$ cat config.mk
export PLATFORM = sky130hd
export DESIGN_NAME = spis_cpha0_slave
export DESIGN_NICKNAME = d
export VERILOG_FILES = /design/src/rtl/spis_pkg.sv /design/src/rtl/spis_sync.sv /design/src/rtl/spis_edge.sv /design/src/rtl/spis_core.sv /design/src/rtl/spis_cpha0_slave.sv
export SDC_FILE = /design/constraint.sdc
export NUM_CORES = 1
export LEC_CHECK = 0
export BUFFER_PORTS_ARGS = -buffer_cell sky130_fd_sc_hd__buf_2
export CAP_MARGIN = 20
export CORE_ASPECT_RATIO = 1.4
export CORE_MARGIN = 2
export CORE_UTILIZATION = 51
export DETAILED_ROUTE_END_ITERATION = 6
export GPL_TIMING_DRIVEN = 0
export PLACE_DENSITY_LB_ADDON = 0.12
export SLEW_MARGIN = 20
export SYNTH_ARGS = -nofsm -noshare
export SYNTH_HDL_FRONTEND = slang
export SYNTH_SLANG_ARGS = --single-unit
$ cat constraint.sdc
create_clock -name clk -period 1.6 [get_ports clk]
set_clock_uncertainty 0.15 [all_clocks]
set_input_delay 0.16 -clock clk [delete_from_list [all_inputs] [get_ports clk]]
set_output_delay 0.16 -clock clk [all_outputs]
set_load 0.01 [all_outputs]
$ cat src/rtl/spis_pkg.sv
package spis_pkg;
    localparam int FRAME_BITS_DEF = 8;
    localparam int COUNT_W_DEF    = 8;
    localparam int SYNC_DEPTH_DEF = 2;

    typedef struct packed {
        logic lead;   // transition away from idle level (odd edge)
        logic trail;  // transition back to idle level (even edge)
    } sclk_edge_t;

    // Map a serial bit index to a word position for the chosen order.
    function automatic int bit_pos(input int idx, input int nbits, input logic lsb);
        return lsb ? idx : (nbits - 1 - idx);
    endfunction
endpackage

$ cat src/rtl/spis_sync.sv
module spis_sync #(
    parameter int          WIDTH  = 3,
    parameter int          STAGES = 2,
    parameter logic [WIDTH-1:0] RST_VAL = '0
) (
    input  logic             clk,
    input  logic             rst,
    input  logic [WIDTH-1:0] d,
    output logic [WIDTH-1:0] q
);
    logic [WIDTH-1:0] stage [STAGES];

    for (genvar s = 0; s < STAGES; s++) begin : g_stage
        always_ff @(posedge clk) begin
            if (rst)
                stage[s] <= RST_VAL;
            else if (s == 0)
                stage[s] <= d;
            else
                stage[s] <= stage[(s == 0) ? 0 : s - 1];
        end
    end

    assign q = stage[STAGES-1];
endmodule

$ cat src/rtl/spis_edge.sv
module spis_edge
    import spis_pkg::*;
(
    input  logic       clk,
    input  logic       rst,
    input  logic       cpol,
    input  logic       sclk_s,
    output sclk_edge_t edges
);
    logic prev;

    always_ff @(posedge clk) begin
        if (rst) prev <= 1'b0;
        else     prev <= sclk_s;
    end

    always_comb begin
        edges.lead  = (prev == cpol) && (sclk_s != cpol);
        edges.trail = (prev != cpol) && (sclk_s == cpol);
    end
endmodule

$ cat src/rtl/spis_core.sv
module spis_core
    import spis_pkg::*;
#(
    parameter int FRAME_BITS = FRAME_BITS_DEF,
    parameter int COUNT_W    = COUNT_W_DEF
) (
    input  logic                  clk,
    input  logic                  rst,
    input  logic                  lsb_first,
    input  logic                  sel,
    input  logic                  mosi_s,
    input  sclk_edge_t            edges,
    input  logic [FRAME_BITS-1:0] tx_data,
    output logic                  miso,
    output logic                  miso_oe,
    output logic [FRAME_BITS-1:0] rx_data,
    output logic                  rx_done,
    output logic [COUNT_W-1:0]    rx_count
);
    localparam int IDX_W  = (FRAME_BITS > 1) ? $clog2(FRAME_BITS) : 1;
    localparam int EDGE_W = $clog2(2 * FRAME_BITS);
    localparam logic [EDGE_W-1:0] LAST_EDGE = EDGE_W'(2 * FRAME_BITS - 1);

    logic [EDGE_W-1:0]     ecnt;
    logic [IDX_W-1:0]      txi, rxi, tx_pos, rx_pos;
    logic [FRAME_BITS-1:0] tx_word, rx_shift;

    always_comb begin
        tx_pos = IDX_W'(bit_pos(int'(txi), FRAME_BITS, lsb_first));
        rx_pos = IDX_W'(bit_pos(int'(rxi), FRAME_BITS, lsb_first));
        miso   = tx_word[tx_pos];
    end

    always_ff @(posedge clk) begin
        if (rst) begin
            ecnt     <= '0;
            txi      <= '0;
            rxi      <= '0;
            tx_word  <= '0;
            rx_shift <= '0;
            rx_data  <= '0;
            rx_done  <= 1'b0;
            rx_count <= '0;
            miso_oe  <= 1'b0;
        end else begin
            rx_done <= 1'b0;
            miso_oe <= sel;
            if (!sel) begin
                ecnt    <= '0;
                txi     <= '0;
                rxi     <= '0;
                tx_word <= tx_data;
            end else if (edges.lead && !ecnt[0]) begin
                rx_shift[rx_pos] <= mosi_s;
                rxi  <= IDX_W'(rxi + 1'b1);
                ecnt <= ecnt + 1'b1;
            end else if (edges.trail && ecnt[0]) begin
                if (ecnt == LAST_EDGE) begin
                    ecnt     <= '0;
                    txi      <= '0;
                    rxi      <= '0;
                    tx_word  <= tx_data;
                    rx_data  <= rx_shift;
                    rx_done  <= 1'b1;
                    rx_count <= rx_count + 1'b1;
                end else begin
                    ecnt <= ecnt + 1'b1;
                    txi  <= IDX_W'(txi + 1'b1);
                end
            end
        end
    end
endmodule

$ cat src/rtl/spis_cpha0_slave.sv
module spis_cpha0_slave
    import spis_pkg::*;
#(
    parameter int FRAME_BITS = FRAME_BITS_DEF,
    parameter int COUNT_W    = COUNT_W_DEF,
    parameter int SYNC_DEPTH = SYNC_DEPTH_DEF
) (
    input  logic                  clk,
    input  logic                  rst,
    input  logic                  cpol,
    input  logic                  lsb_first,
    input  logic                  sclk,
    input  logic                  cs_n,
    input  logic                  mosi,
    input  logic [FRAME_BITS-1:0] tx_data,
    output logic                  miso,
    output logic                  miso_oe,
    output logic [FRAME_BITS-1:0] rx_data,
    output logic                  rx_done,
    output logic [COUNT_W-1:0]    rx_count
);
    logic [2:0] pins_s;
    logic       sel_s;
    sclk_edge_t edges;

    // bit 2: cs_n (idles high), bit 1: sclk, bit 0: mosi
    spis_sync #(.WIDTH(3), .STAGES(SYNC_DEPTH), .RST_VAL(3'b100)) u_sync (
        .clk (clk),
        .rst (rst),
        .d   ({cs_n, sclk, mosi}),
        .q   (pins_s)
    );

    assign sel_s = ~pins_s[2];

    spis_edge u_edge (
        .clk    (clk),
        .rst    (rst),
        .cpol   (cpol),
        .sclk_s (pins_s[1]),
        .edges  (edges)
    );

    spis_core #(.FRAME_BITS(FRAME_BITS), .COUNT_W(COUNT_W)) u_core (
        .clk       (clk),
        .rst       (rst),
        .lsb_first (lsb_first),
        .sel       (sel_s),
        .mosi_s    (pins_s[0]),
        .edges     (edges),
        .tx_data   (tx_data),
        .miso      (miso),
        .miso_oe   (miso_oe),
        .rx_data   (rx_data),
        .rx_done   (rx_done),
        .rx_count  (rx_count)
    );
endmodule

# [Word level (Yosys, flattened, before mapping)]
# Memories as Yosys holds them, arrays and structs flattened.
# Cells that the tools add are included.
[word_totals] ff_bits=45 ramBits=6 in_bits=15 out_inout_bits=19 wordCells=72 n_memories=1
[memory_table] name="u_sync.stage" depth=2 width=3 rd=2 rd_clocked_by_memory_dff=0 write_ports=2 line_no="spis_sync.sv:11" rtl="logic [WIDTH-1:0] stage [STAGES];"
[classes] addsub=6 magnitude_cmp=3 n_eq_ne=6 n_mux=24 n_bitwise=5 n_reduce_logical=17
[ops] op="$mux 8" n=4
[ops] op="$mux 3" n=8
[ops] op="$mux 4" n=3
[ops] op="$add 8x1->8 const B" n=1
[ops] op="$bwmux 8" n=1
[ops] op="$lt 3x4->1 const B" n=2
[ops] op="$reduce_bool 2->1" n=4
[ops] op="$add 3x1->3 const B" n=2
[ops] op="$mux 1" n=6
[ops] op="$reduce_and 2->1" n=3
[ops] op="$sub 3x3->3 const A" n=2
[ops] op="$logic_and 1x1->1" n=5
[ops] op="$add 4x1->4 const B" n=1
[ops] op="$eq 4x4->1 const B" n=1
[ops] op="$reduce_and 4->1" n=1
[ops] op="$reduce_or 4->1" n=1
[ops] op="$bmux 1 s3" n=1
[ops] op="$demux 1 s3" n=1
[ops] op="$ge 3x1->1 const B" n=1
[ops] op="$not 1->1" n=3
[ops] op="$reduce_and 3->1" n=1
[ops] op="$eq 1x1->1" n=2
[ops] op="$ne 1x1->1" n=2
[ops] op="$ne 2x2->1 const B" n=1
[ops] op="other kinds (3)" n=4

# [Logic depth before layout (Yosys ltp)]
# Gate-level depths: netlist of the first run.
[logic_depth] depth_word=7 ltp_mapped=7

# [By module]
# From an unflattened synthesis of the first run, not the netlist that was laid out.
[unflattened] hier_cells=248 hier_area_um2=2270.9
[by_module_without_submodules] module="spis_core" instances=1 cells_per_inst=227 area_each_um2=2044.5 seq_area_each_um2=880.8
[by_module_without_submodules] module="spis_sync" instances=1 cells_per_inst=12 area_each_um2=157.7 seq_area_each_um2=120.1
[by_module_without_submodules] module="spis_edge" instances=1 cells_per_inst=8 area_each_um2=65.1 seq_area_each_um2=20.0
[by_module_without_submodules] module="spis_cpha0_slave" instances=1 cells_per_inst=1 area_each_um2=3.8 seq_area_each_um2=0.0

# [Worst setup path before layout of the first run]
# OpenSTA, ideal clock, no wires.
[synth_path] path_kind="reg2out" from="register u_core.txi[0]" to="output miso" arrival_ns=1.542 required_ns=1.290 setup_slack_ns=-0.252 stages_incl_launch_ff=5 path_cell_list="dfxtp_1 clkbuf_1 or4b_2 a32oi_1 o221ai_1"
[synth_via] elab_chain_len=4
[synth_rtl] element="start, declared" line_no="spis_core.sv:25" rtl="logic [IDX_W-1:0] txi, rxi, tx_pos, rx_pos;"
[synth_rtl] element="start signal, assigned" line_no="spis_core.sv:68" rtl="txi <= IDX_W'(txi + 1'b1);"
[synth_rtl] element="$sub 3x3->3" line_no="spis_pkg.sv:13" rtl="return lsb ? idx : (nbits - 1 - idx);"
[synth_rtl] element="$mux 3 *" line_no="spis_pkg.sv:13"
[synth_rtl] element="$bmux 1 s3 *" line_no="spis_core.sv:31" rtl="miso = tx_word[tx_pos];"
[synth_rtl] element="$mux 1 (not written as such) *" line_no="spis_core.sv:31"
[synth_rtl] element="end, declared" line_no="spis_cpha0_slave.sv:16" rtl="output logic miso,"
# Mark *: on every way between the ends. The rest lies on a longest branch, timed or not. The select of a mux whose other input is x is not followed.

# [Final worst setup path of the first run]
# Ends and elaborated chain as after synthesis.

==> impl_metrics.json, run 1 <==
{
  "post-dp-hpwl_um": 3580,
  "dpl.cell_count": 373,
  "syn_area_mm2": 0.00238,
  "via_count": 2509,
  "multiInputGateArea_mm2": 0.00172,
  "synth.net_count": 298,
  "grt_start_max_net_pins": 16,
  "fp.coreArea_mm2": 0.00450,
  "synthArstFlopShare": 0,
  "clk_pin_slew_ns": 0.10,
  "clockBufferDepth": 2,
  "crit_type": "register to output pin",
  "hold_viol": 0,
  "vias_per_cell": 5.93,
  "cts_buffers": 5,
  "ys_types": 49,
  "synth_top_area_frac": 0.429,
  "grt_overflow_total": 0,
  "status": "complete, but fails checks",
  "hold_start": "rst",
  "cellPowerDensity_mw_per_mm2": 706,
  "drv_cap": 0,
  "reg2reg_slack_ns": -0.24,
  "violations": "negative setup slack",
  "min_to": "u_core.rx_shift[6]$_SDFFE_PP0P_",
  "ys_ff_latch": 51,
  "nets": 379,
  "routed_wl_um": 7900,
  "grt_pass1_wl_um": 10900,
  "fillers": 287,
  "dr.pass1.iters": 4,
  "antenna_left": 0,
  "ys.flop_type": "dfxtp_1",
  "initial_utilization": 0.529,
  "worst_pin_slew_ns": 0.962,
  "period_share": 1.32,
  "yosys_warnings": 0,
  "diodes": 0,
  "synth.most_common_cell": "dfxtp_1",
  "cp.arrival_ns": 1.80,
  "antenna_found_initial": 0,
  "worstSetupEndpointType": "output pin",
  "hold_depth": 3,
  "power.total_mw": 2.62,
  "startpoint_type": "register",
  "netlist_instances": 279,
  "drc": 0,
  "stdcell_count": 423,
  "clk_latency_ns": 0.31,
  "ys_seq_area_frac": 0.429,
  "cp_max_fo": 7,
  "layout_min_cycle_time_ns": 2.11,
  "hold_class": "input port to register",
  "clock-root-buffer": "clkbuf_8",
  "p_leak_nw": 1.35,
  "relSlewSlack": 0.354,
  "tritoncts": "yes",
  "register_area_mm2": 0.00103,
  "final_util": 0.824,
  "setup_viol": 44,
  "fp.dieH_um": 84.8,
  "track_usage": 0.279,
  "rsz0062_at_grt": "yes",
  "placedInstanceArea_mm2": 0.00270,
  "cts.sinks": 51,
  "synth_top_cell_by_area": "dfxtp_1",
  "peakVddDrop_uv": 643,
  "die_w_um": 61.7,
  "reg2reg_to": "u_core.rx_count[2]$_SDFFE_PP0P_",
  "synth_common_cells": "51 x dfxtp_1, 33 x a21oi_1, 23 x nand2_1, 19 x o21ai_0, 15 x nand3_1",
  "synth_area_per_cell_um2": 8.53,
  "num_rows": 29,
  "setup_ws_ns": -0.508,
  "fmax_mhz": 474,
  "worstPathRequired_ns": 1.29,
  "dieArea_mm2": 0.00523,
  "drive_gt1_frac": 0.454,
  "rr_startpoint": "u_core.ecnt[3]$_SDFFE_PP0P_",
  "synth-edff-count": 0,
  "gp_congestion": 0.777,
  "cts-htree-levels": 2,
  "io_buffers": 32,
  "first_iter_violations": 106,
  "drv_slew": 0,
  "r2r_cells": 5,
  "wire_per_inst_um": 18.7,
  "grt_pass1_vias": 2349,
  "yosys-top-cells-area": "dfxtp_1 43%, a21oi_1 6.9%, mux2i_1 5.5%",
  "io_pins": 34,
  "fin_area_mm2": 0.00371,
  "syn_to_final_growth_pct": 55.9
}
==> cell type report <==
class | count | share of cell area
well taps | 62 | 0.0209
flip-flops and latches | 51 | 0.279
inverters | 8 | 0.00810
clock inverters | 2 | 0.0162
clock buffers | 6 | 0.0196
multi-input cells | 202 | 0.465
repair buffers | 74 | 0.154
plain buffers | 18 | 0.0378
==> cells by family (layout without fill, tap and decap cells) <==
kind of cell | count (synthesis) | after routing | share of synthesized area
flip-flops | 51 | 51 | 0.429
AND/OR/NAND/NOR | 108 | 108 | 0.256
AO/OA/AOI/OAI | 71 | 72 | 0.171
adder cells (fa/ha/maj) | 4 | 4 | 0.0210
XOR/XNOR | 5 | 5 | 0.0184
multiplexers | 13 | 13 | 0.0547
buffers and inverters | 27 | 108 | 0.0489
==> critical path, cell delays in order, from the launching register on <==
cell	delay, ns
dfxtp_2	0.34
clkbuf_8	0.15
buf_4	0.14
o31ai_2	0.26
o22ai_1	0.16
a32oi_2	0.18
o221ai_2	0.10
buf_2	0.15
==> state kept, by name, summed over array words and instances (netlist names) <==
signal and count:
u_core.rx_count 8, u_core.rx_data 8, u_core.rx_shift 8, u_core.tx_word 8, u_sync.stage 6, u_core.ecnt 4, u_core.rxi 3, u_core.txi 3
u_core.miso_oe 1, u_core.rx_done 1, u_edge.prev 1
==> how the worst max path moves through the flow <==
| stage | from | endpoint |
|---|---|---|
| final | u_core.txi[0]$_SDFFE_PP0P_ | miso |
| after global routing | u_core.txi[0]$_SDFFE_PP0P_ | miso |
| after CTS | u_core.txi[0]$_SDFFE_PP0P_ | miso |
| after detailed placement | u_sync.stage[1][2]$_SDFF_PP1_ | u_core.ecnt[3]$_SDFFE_PP0P_ |
| after global placement | u_sync.stage[1][2]$_SDFF_PP1_ | u_core.ecnt[3]$_SDFFE_PP0P_ |
| after floorplan | u_sync.stage[1][1]$_SDFF_PP0_ | u_core.rx_shift[5]$_SDFFE_PP0P_ |
==> cell usage in the layout, fill, tap and decap left out, types with 3 or more instances in the layout <==
master and count:
nand2_1 6, nor2b_1 8, o21ai_0 7, or3_1 7, nand2_2 16, a21oi_1 17
nand3_1 9, o21ai_1 9, buf_8 5, clkbuf_8 6, nand3_2 4, nor4_4 8
clkbuf_1 5, dfxtp_1 45, buf_4 18, nand4_1 3, dfxtp_2 4, inv_1 7
nor2_1 5, buf_6 13, a21oi_2 15, nand2b_1 12, dlygate4sd3_1 11, ha_1 3
buf_2 34, mux2i_1 12, o22ai_1 3, and2_1 3
==> metal layers <==
| layer | GRT usage | routed length (µm) | up-vias |
|---|---|---|---|
| met4 | 0.114 | 257 | 0 |
| met2 | 0.508 | 4300 | 82 |
| li1 | - | - | 1169 |
| met1 | 0.303 | 2990 | 1238 |
| met5 | 0 | 0 | - |
| met3 | 0.0431 | 352 | 20 |
==> per-stage QoR <==
| step | setup WS [ns] | setup TNS, ns | hold WS [ns] |
|---|---|---|---|
| 2_1_floorplan | -0.0833 | -0.784 | 0.114 |
| 3_3_place_gp | -0.375 | -6.52 | 0.192 |
| 3_5_place_dp | -0.376 | -7.17 | 0.196 |
| 4_1_cts | -0.480 | -3.39 | 0.0418 |
| 5_1_grt | -0.577 | -9.39 | 0.0845 |
| 6_report | -0.508 | -6.31 | 0.0490 |
==> report_power, final <==
part	internal [mW]	switching (mW)
Combinational	0.107	0.133
Clock	0.625	0.448
Sequential	1.29	0.0184
==> timing repair <==
action,in CTS,in global routing
cloned,5,0
setup buffers,21,6
pin swaps,54,27
endpoints found under the setup margin,45,44
hold buffers,11,0
resized for setup,85,57
endpoints found under the hold margin,11,0
(Power assumes the default switching activity.)
==> run 2: changes to the inputs <==
--- a/config.mk
+++ b/config.mk
@@ -7,13 +7,14 @@
 export LEC_CHECK = 0
 export BUFFER_PORTS_ARGS = -buffer_cell sky130_fd_sc_hd__buf_2
 export CAP_MARGIN = 20
-export CORE_ASPECT_RATIO = 1.4
+export CORE_ASPECT_RATIO = 1.5
 export CORE_MARGIN = 2
-export CORE_UTILIZATION = 51
+export CORE_UTILIZATION = 50
 export DETAILED_ROUTE_END_ITERATION = 6
 export GPL_TIMING_DRIVEN = 0
 export PLACE_DENSITY_LB_ADDON = 0.12
 export SLEW_MARGIN = 20
 export SYNTH_ARGS = -nofsm -noshare
 export SYNTH_HDL_FRONTEND = slang
+export SYNTH_HIERARCHICAL = 1
 export SYNTH_SLANG_ARGS = --single-unit
==> run 2 against run 1 <==
  * The flow still finishes with violations (negative setup slack)
  * Setup slack improved by 0.28 ns
  * Synthesized cell count decreased by 11%
  * Critical path type unchanged
  * Fmax increased by 15%
  * Combinational power decreased by 22%
==> impl_metrics.json, run 2 <==
{
  "grt_pass1_vias": 1838,
  "initial_utilization": 0.513,
  "dr.pass1.iters": 4,
  "clk_pin_slew_ns": 0.09,
  "path_buf_inv": 2,
  "post-dp-hpwl_um": 3110,
  "crit_type": "register to output pin",
  "tns_ns": -2.89,
  "holdWs_ns": 0.174,
  "syn_area_mm2": 0.00227,
  "vias_per_cell": 5.41,
  "antenna_left": 0,
  "drive_gt1_frac": 0.379,
  "startpoint_type": "register",
  "rr_startpoint": "u_core/ecnt[0]$_SDFFE_PP0P_",
  "slowest_delay_ns": 0.38,
  "tritoncts": "yes",
  "fmax_mhz": 547,
  "crit_start": "u_core/txi[0]$_SDFFE_PP0P_",
  "fp.dieH_um": 86.5,
  "rsz0062_at_grt": "yes",
  "track_usage": 0.210,
  "synth-edff-count": 0,
  "hold_start": "cpol",
  "synth_top_cell_by_area": "dfxtp_1",
  "path_cells": "buf_8, nand2_4, nor2_1, o41a_1, o22ai_1, buf_2",
  "hold_class": "input port to register",
  "layout_commonest_cell": "dfxtp_1",
  "die_w_um": 59.0,
  "path_delay_family": "compound AO/OA/AOI/OAI gates",
  "ys.flop_type": "dfxtp_1",
  "diodes": 0,
  "worst_path_max_delay_cell": "o41a_1",
  "p_leak_nw": 1.42,
  "dp_slack_ns": -0.291,
  "placedInstanceArea_mm2": 0.00253,
  "routed_wl_um": 5410,
  "ys_seq_area_frac": 0.450,
  "cts_buffers": 5,
  "synth.net_count": 267,
  "ys_ff_latch": 51,
  "grt_start_max_net_pins": 15,
  "dieArea_mm2": 0.00511,
  "fp.coreArea_mm2": 0.00443,
  "grt_overflow_total": 0,
  "netlist_instances": 248,
  "clk_latency_ns": 0.31,
  "relSlewSlack": 0.485,
  "grt_pass1_wl_um": 8290,
  "worstPathRequired_ns": 1.29,
  "clockBufferDepth": 2,
  "worstSetupEndpointType": "output pin",
  "first_iter_violations": 140,
  "synthArstFlopShare": 0,
  "drv_cap": 0,
  "stdcell_count": 370,
  "status": "complete, but fails checks",
  "worst_pin_slew_ns": 0.770,
  "clock-root-buffer": "clkbuf_8",
  "period_share": 1.14,
  "drc": 0,
  "drv_slew": 0,
  "syn_to_final_growth_pct": 44.0,
  "fin_area_mm2": 0.00327,
  "setup_viol": 35,
  "cp.arrival_ns": 1.52,
  "cts.sinks": 51,
  "io_buffers": 33,
  "hold_viol": 0,
  "antenna_found_initial": 0,
  "setup_ws_ns": -0.227,
  "violations": "negative setup slack",
  "layout_min_cycle_time_ns": 1.83,
  "final_cell_mix": "43 x dfxtp_1, 41 x nor2_1, 33 x buf_2",
  "dpl.cell_count": 329,
  "wire_per_inst_um": 14.6,
  "gp_congestion": 0.732,
  "peakVddDrop_uv": 515,
  "synth.most_common_cell": "dfxtp_1",
  "yosys_warnings": 6,
  "io_pins": 34,
  "cp_max_fo": 7,
  "cellPowerDensity_mw_per_mm2": 721,
  "synth_common_cells": "51 x dfxtp_1, 42 x nor2_1, 26 x mux2i_1, 12 x nand2_1",
  "num_rows": 30,
  "cts-htree-levels": 2,
  "via_count": 2000,
  "fillers": 349,
  "nets": 341,
  "ys_types": 46,
  "synth_top_area_frac": 0.450,
  "synth_area_per_cell_um2": 9.16,
  "yosys-top-cells-area": "dfxtp_1 45%, mux2i_1 11%, nor2_1 6.9%"
}
==> run 2: cell types whose count changed in the layout (fill, tap and decap cells not counted), moves of 9 or more <==
| cell | change |
|---|---|
| mux2i_1 | +12 |
| a21oi_2 | -9 |
| nand2_2 | -13 |
| nand2b_1 | -10 |
| nor2_1 | +36 |
| a21oi_1 | -14 |
==> run 2: kinds of logic (layout without fill, tap and decap cells) <==
logic type,after synthesis,count (layout),share of synthesized area
muxes,26,26,0.115
and+or+nand+nor,103,103,0.231
DFF,51,51,0.450
adders and majority gates,4,4,0.0220
AOI/OAI and AO/OA,31,31,0.0931
buffers and inverters,22,96,0.0468
xor gates and xnor gates,11,11,0.0424
==> run 2: layout make-up <==
cell class                 instances  area, µm²  share of cell area
multi-input combinational        175       1420               0.436
clock inverter                     1       30.0             0.00918
inverter                           6       22.5             0.00689
sequential                        51       1040               0.318
timing repair buffer              70        523               0.160
tap                               48       60.1              0.0184
clock buffer                       6       72.6              0.0222
buffer                            13       98.8              0.0302
==> run 2: repair_timing <==
item,4_1_cts,5_1_grt
setup endpoints to repair,39,41
cloned,1,0
endpoints found under the hold margin,15,0
pin swaps,12,14
hold buffers,15,0
setup buffers,14,7
gates resized for setup,43,36
==> run 2: final timing paths <==
check | slack [ns] | cells after the start | to
setup / recovery | -0.23 | 6 | miso
hold reg to reg | 0.28 | 1 | u_sync/stage[1][2]$_SDFF_PP1_
setup reg to reg | -0.16 | 6 | u_core/rx_count[7]$_SDFFE_PP0P_
hold / removal | 0.17 | 5 | u_core/ecnt[0]$_SDFFE_PP0P_
==> run 2: stage by stage <==
step | util | power (mW)
after CTS | 0.693 | 2.35
after detailed placement | 0.570 | 1.45
after global routing | 0.738 | 2.44
after global placement | 0.570 | 1.45
final | 0.738 | 2.36
after floorplan | - | 1.40
==> run 2: routing by layer <==
metal / vias to the layer above / global-route usage / routed length, µm
li1: 1001 / - / -
met4: 0 / 0.0744 / 97
met1: 939 / 0.246 / 2260
met3: 8 / 0.0373 / 193
met2: 52 / 0.375 / 2860
met5: - / 0 / 0
==> run 2: worst reg2reg max path, cell delays in order (launching register included) <==
cell and delay [ns]:
dfxtp_4 0.35, ha_1 0.15, buf_6 0.11, nand4_1 0.27, nor4_4 0.40, xnor2_1 0.15, nor2_1 0.05
==> run 2: power breakdown <==
group          switching, mW  leakage (nW)  internal, mW
combinational         0.0898         0.950        0.0968
clock                  0.411        0.0513         0.459
sequential            0.0163         0.419          1.29
total                  0.517          1.42          1.84
==> run 3: changes to the inputs <==
--- a/config.mk
+++ b/config.mk
@@ -9,7 +9,7 @@
 export CAP_MARGIN = 20
 export CORE_ASPECT_RATIO = 1.5
 export CORE_MARGIN = 2
-export CORE_UTILIZATION = 50
+export CORE_UTILIZATION = 56
 export DETAILED_ROUTE_END_ITERATION = 6
 export GPL_TIMING_DRIVEN = 0
 export PLACE_DENSITY_LB_ADDON = 0.12
==> constraint.sdc (replaced) <==
create_clock -name clk -period 2.1 [get_ports clk]
set_clock_uncertainty 0.15 [all_clocks]
set_input_delay 0.21 -clock clk [delete_from_list [all_inputs] [get_ports clk]]
set_output_delay 0.21 -clock clk [all_outputs]
set_load 0.01 [all_outputs]
==> run 3 against run 2 <==
  * Die area fell by 10%
  * The flow now finishes without violations
  * Global-route usage rose by 0.18 points
  * Sequential power down 24%
  * Via count shrank 7.9%
  * Cell area decreased by 20%
==> impl_metrics.json, run 3 (synthesized netlist as in run 2, its figures left out) <==
{
  "status": "completed",
  "die_w_um": 56.0,
  "p_leak_nw": 1.12,
  "power.total_mw": 1.61,
  "dieArea_mm2": 0.00459,
  "antenna_left": 0,
  "multiInputGateArea_mm2": 0.00115,
  "startpoint_type": "register",
  "fin_area_mm2": 0.00262,
  "clock-root-buffer": "clkbuf_8",
  "final_cell_mix": "50 x dfxtp_1, 42 x nor2_1, 36 x buf_2",
  "antenna_found_initial": 0,
  "cp_max_fo": 8,
  "cts_buffers": 5,
  "worst_path_max_delay_cell": "dfxtp_1",
  "pwr-share-clk": 0.327,
  "worst_pin_slew_ns": 0.475,
  "placedInstanceArea_mm2": 0.00249,
  "dpl.cell_count": 326,
  "vias_per_cell": 5.49,
  "grt_start_max_net_pins": 15,
  "fmax_mhz": 507,
  "rsz0062_at_grt": "no",
  "drv_cap": 0,
  "drive_gt1_frac": 0.189,
  "relSlewSlack": 0.683,
  "period_share": 0.940,
  "fillers": 341,
  "cp.arrival_ns": 2.00,
  "via_count": 1843,
  "clockBufferDepth": 2,
  "layout_min_cycle_time_ns": 1.97,
  "track_usage": 0.212,
  "drv_slew": 0,
  "cts.sinks": 51,
  "wire_per_inst_um": 13.6,
  "hold_class": "input port to register",
  "slowest_delay_ns": 0.42,
  "io_buffers": 33,
  "dp_slack_ns": 0.0971,
  "layout_commonest_cell": "dfxtp_1",
  "peakVddDrop_uv": 669,
  "hold_viol": 0,
  "syn_to_final_growth_pct": 15.2,
  "post-dp-hpwl_um": 3260,
  "p_int_mw": 1.26,
  "setup_ws_ns": 0.127,
  "dr.pass1.iters": 4,
  "path_cells": "nand2b_1, o22ai_1, nand3b_2, a211oi_1, mux2i_1, nor2_1",
  "grt_pass1_vias": 1668,
  "cellPowerDensity_mw_per_mm2": 617,
  "final_util": 0.667,
  "p_sw_uw": 356,
  "seq_power_share": 0.615,
  "holdWs_ns": 0.00253,
  "tns_ns": 0,
  "reg2reg_slack_ns": 0.13,
  "crit_type": "register to register",
  "worstSetupEndpointType": "register",
  "nets": 309,
  "netSwitchingFraction": 0.220,
  "num_rows": 28,
  "tritoncts": "yes",
  "cts-htree-levels": 2,
  "initial_utilization": 0.579,
  "setup_viol": 0,
  "drc": 0,
  "io_pins": 34,
  "grt_overflow_total": 0,
  "grt_pass1_wl_um": 7610,
  "diodes": 0,
  "fp.dieH_um": 82.0,
  "gp_congestion": 0.855,
  "stdcell_count": 336,
  "comb_power_share": 0.058,
  "clk_pin_slew_ns": 0.09,
  "fp.coreArea_mm2": 0.00392,
  "worstPathRequired_ns": 2.13,
  "routed_wl_um": 4550,
  "clk_latency_ns": 0.29,
  "first_iter_violations": 69,
  "register_area_mm2": 0.00102
}
[run 3: layer usage]
metal	wire length, µm	global-route usage	vias to the layer above
met1	1960	0.249	858
li1	-	-	941
met3	165	0.0409	6
met2	2340	0.375	38
met4	89	0.0929	0
met5	0	0	-
[run 3: repair_timing]
item	4_1_cts	5_1_grt
endpoints found under the hold margin	4	0
endpoints found under the setup margin	1	4
gates resized for setup	0	4
setup buffers	0	0
hold buffers	4	0
[run 3: worst max-delay path, delay by kind of cell, from the launching register on]
family | cells | cell delay, ns
flops | 1 | 0.42
compound gates | 2 | 0.66
simple gates | 3 | 0.37
mux | 1 | 0.26
[run 3: worst paths after layout]
| kind | start | end | depth (start not counted) |
|---|---|---|---|
| setup / recovery | u_sync/stage[1][1]$_SDFF_PP0_ | u_core/rx_shift[3]$_SDFFE_PP0P_ | 6 |
| hold / removal | tx_data[7] | u_core/tx_word[7]$_SDFFE_PP0P_ | 3 |
| setup reg to reg | u_sync/stage[1][1]$_SDFF_PP0_ | u_core/rx_shift[3]$_SDFFE_PP0P_ | 6 |
| hold reg to reg | u_sync/stage[0][2]$_SDFF_PP1_ | u_sync/stage[1][2]$_SDFF_PP1_ | 1 |
[run 3: layout make-up]
cell class | count | share of cell area
multi-input cells | 175 | 0.440
flip-flops and latches | 51 | 0.391
repair buffers | 37 | 0.0784
plain buffers | 14 | 0.0297
clock buffers | 7 | 0.0292
well taps | 45 | 0.0215
inverters | 6 | 0.00861
clock inverters | 1 | 0.00191
[run 3: power by group through the flow]
stage / clock network [mW] / registers, mW / logic [mW]
final: 0.528 / 0.993 / 0.0933
after global routing: 0.574 / 0.995 / 0.104
after CTS: 0.546 / 0.993 / 0.0927
after detailed placement: 0 / 1.02 / 0.0869
after global placement: 0 / 1.01 / 0.0838
after floorplan: 0 / 1.01 / 0.0557
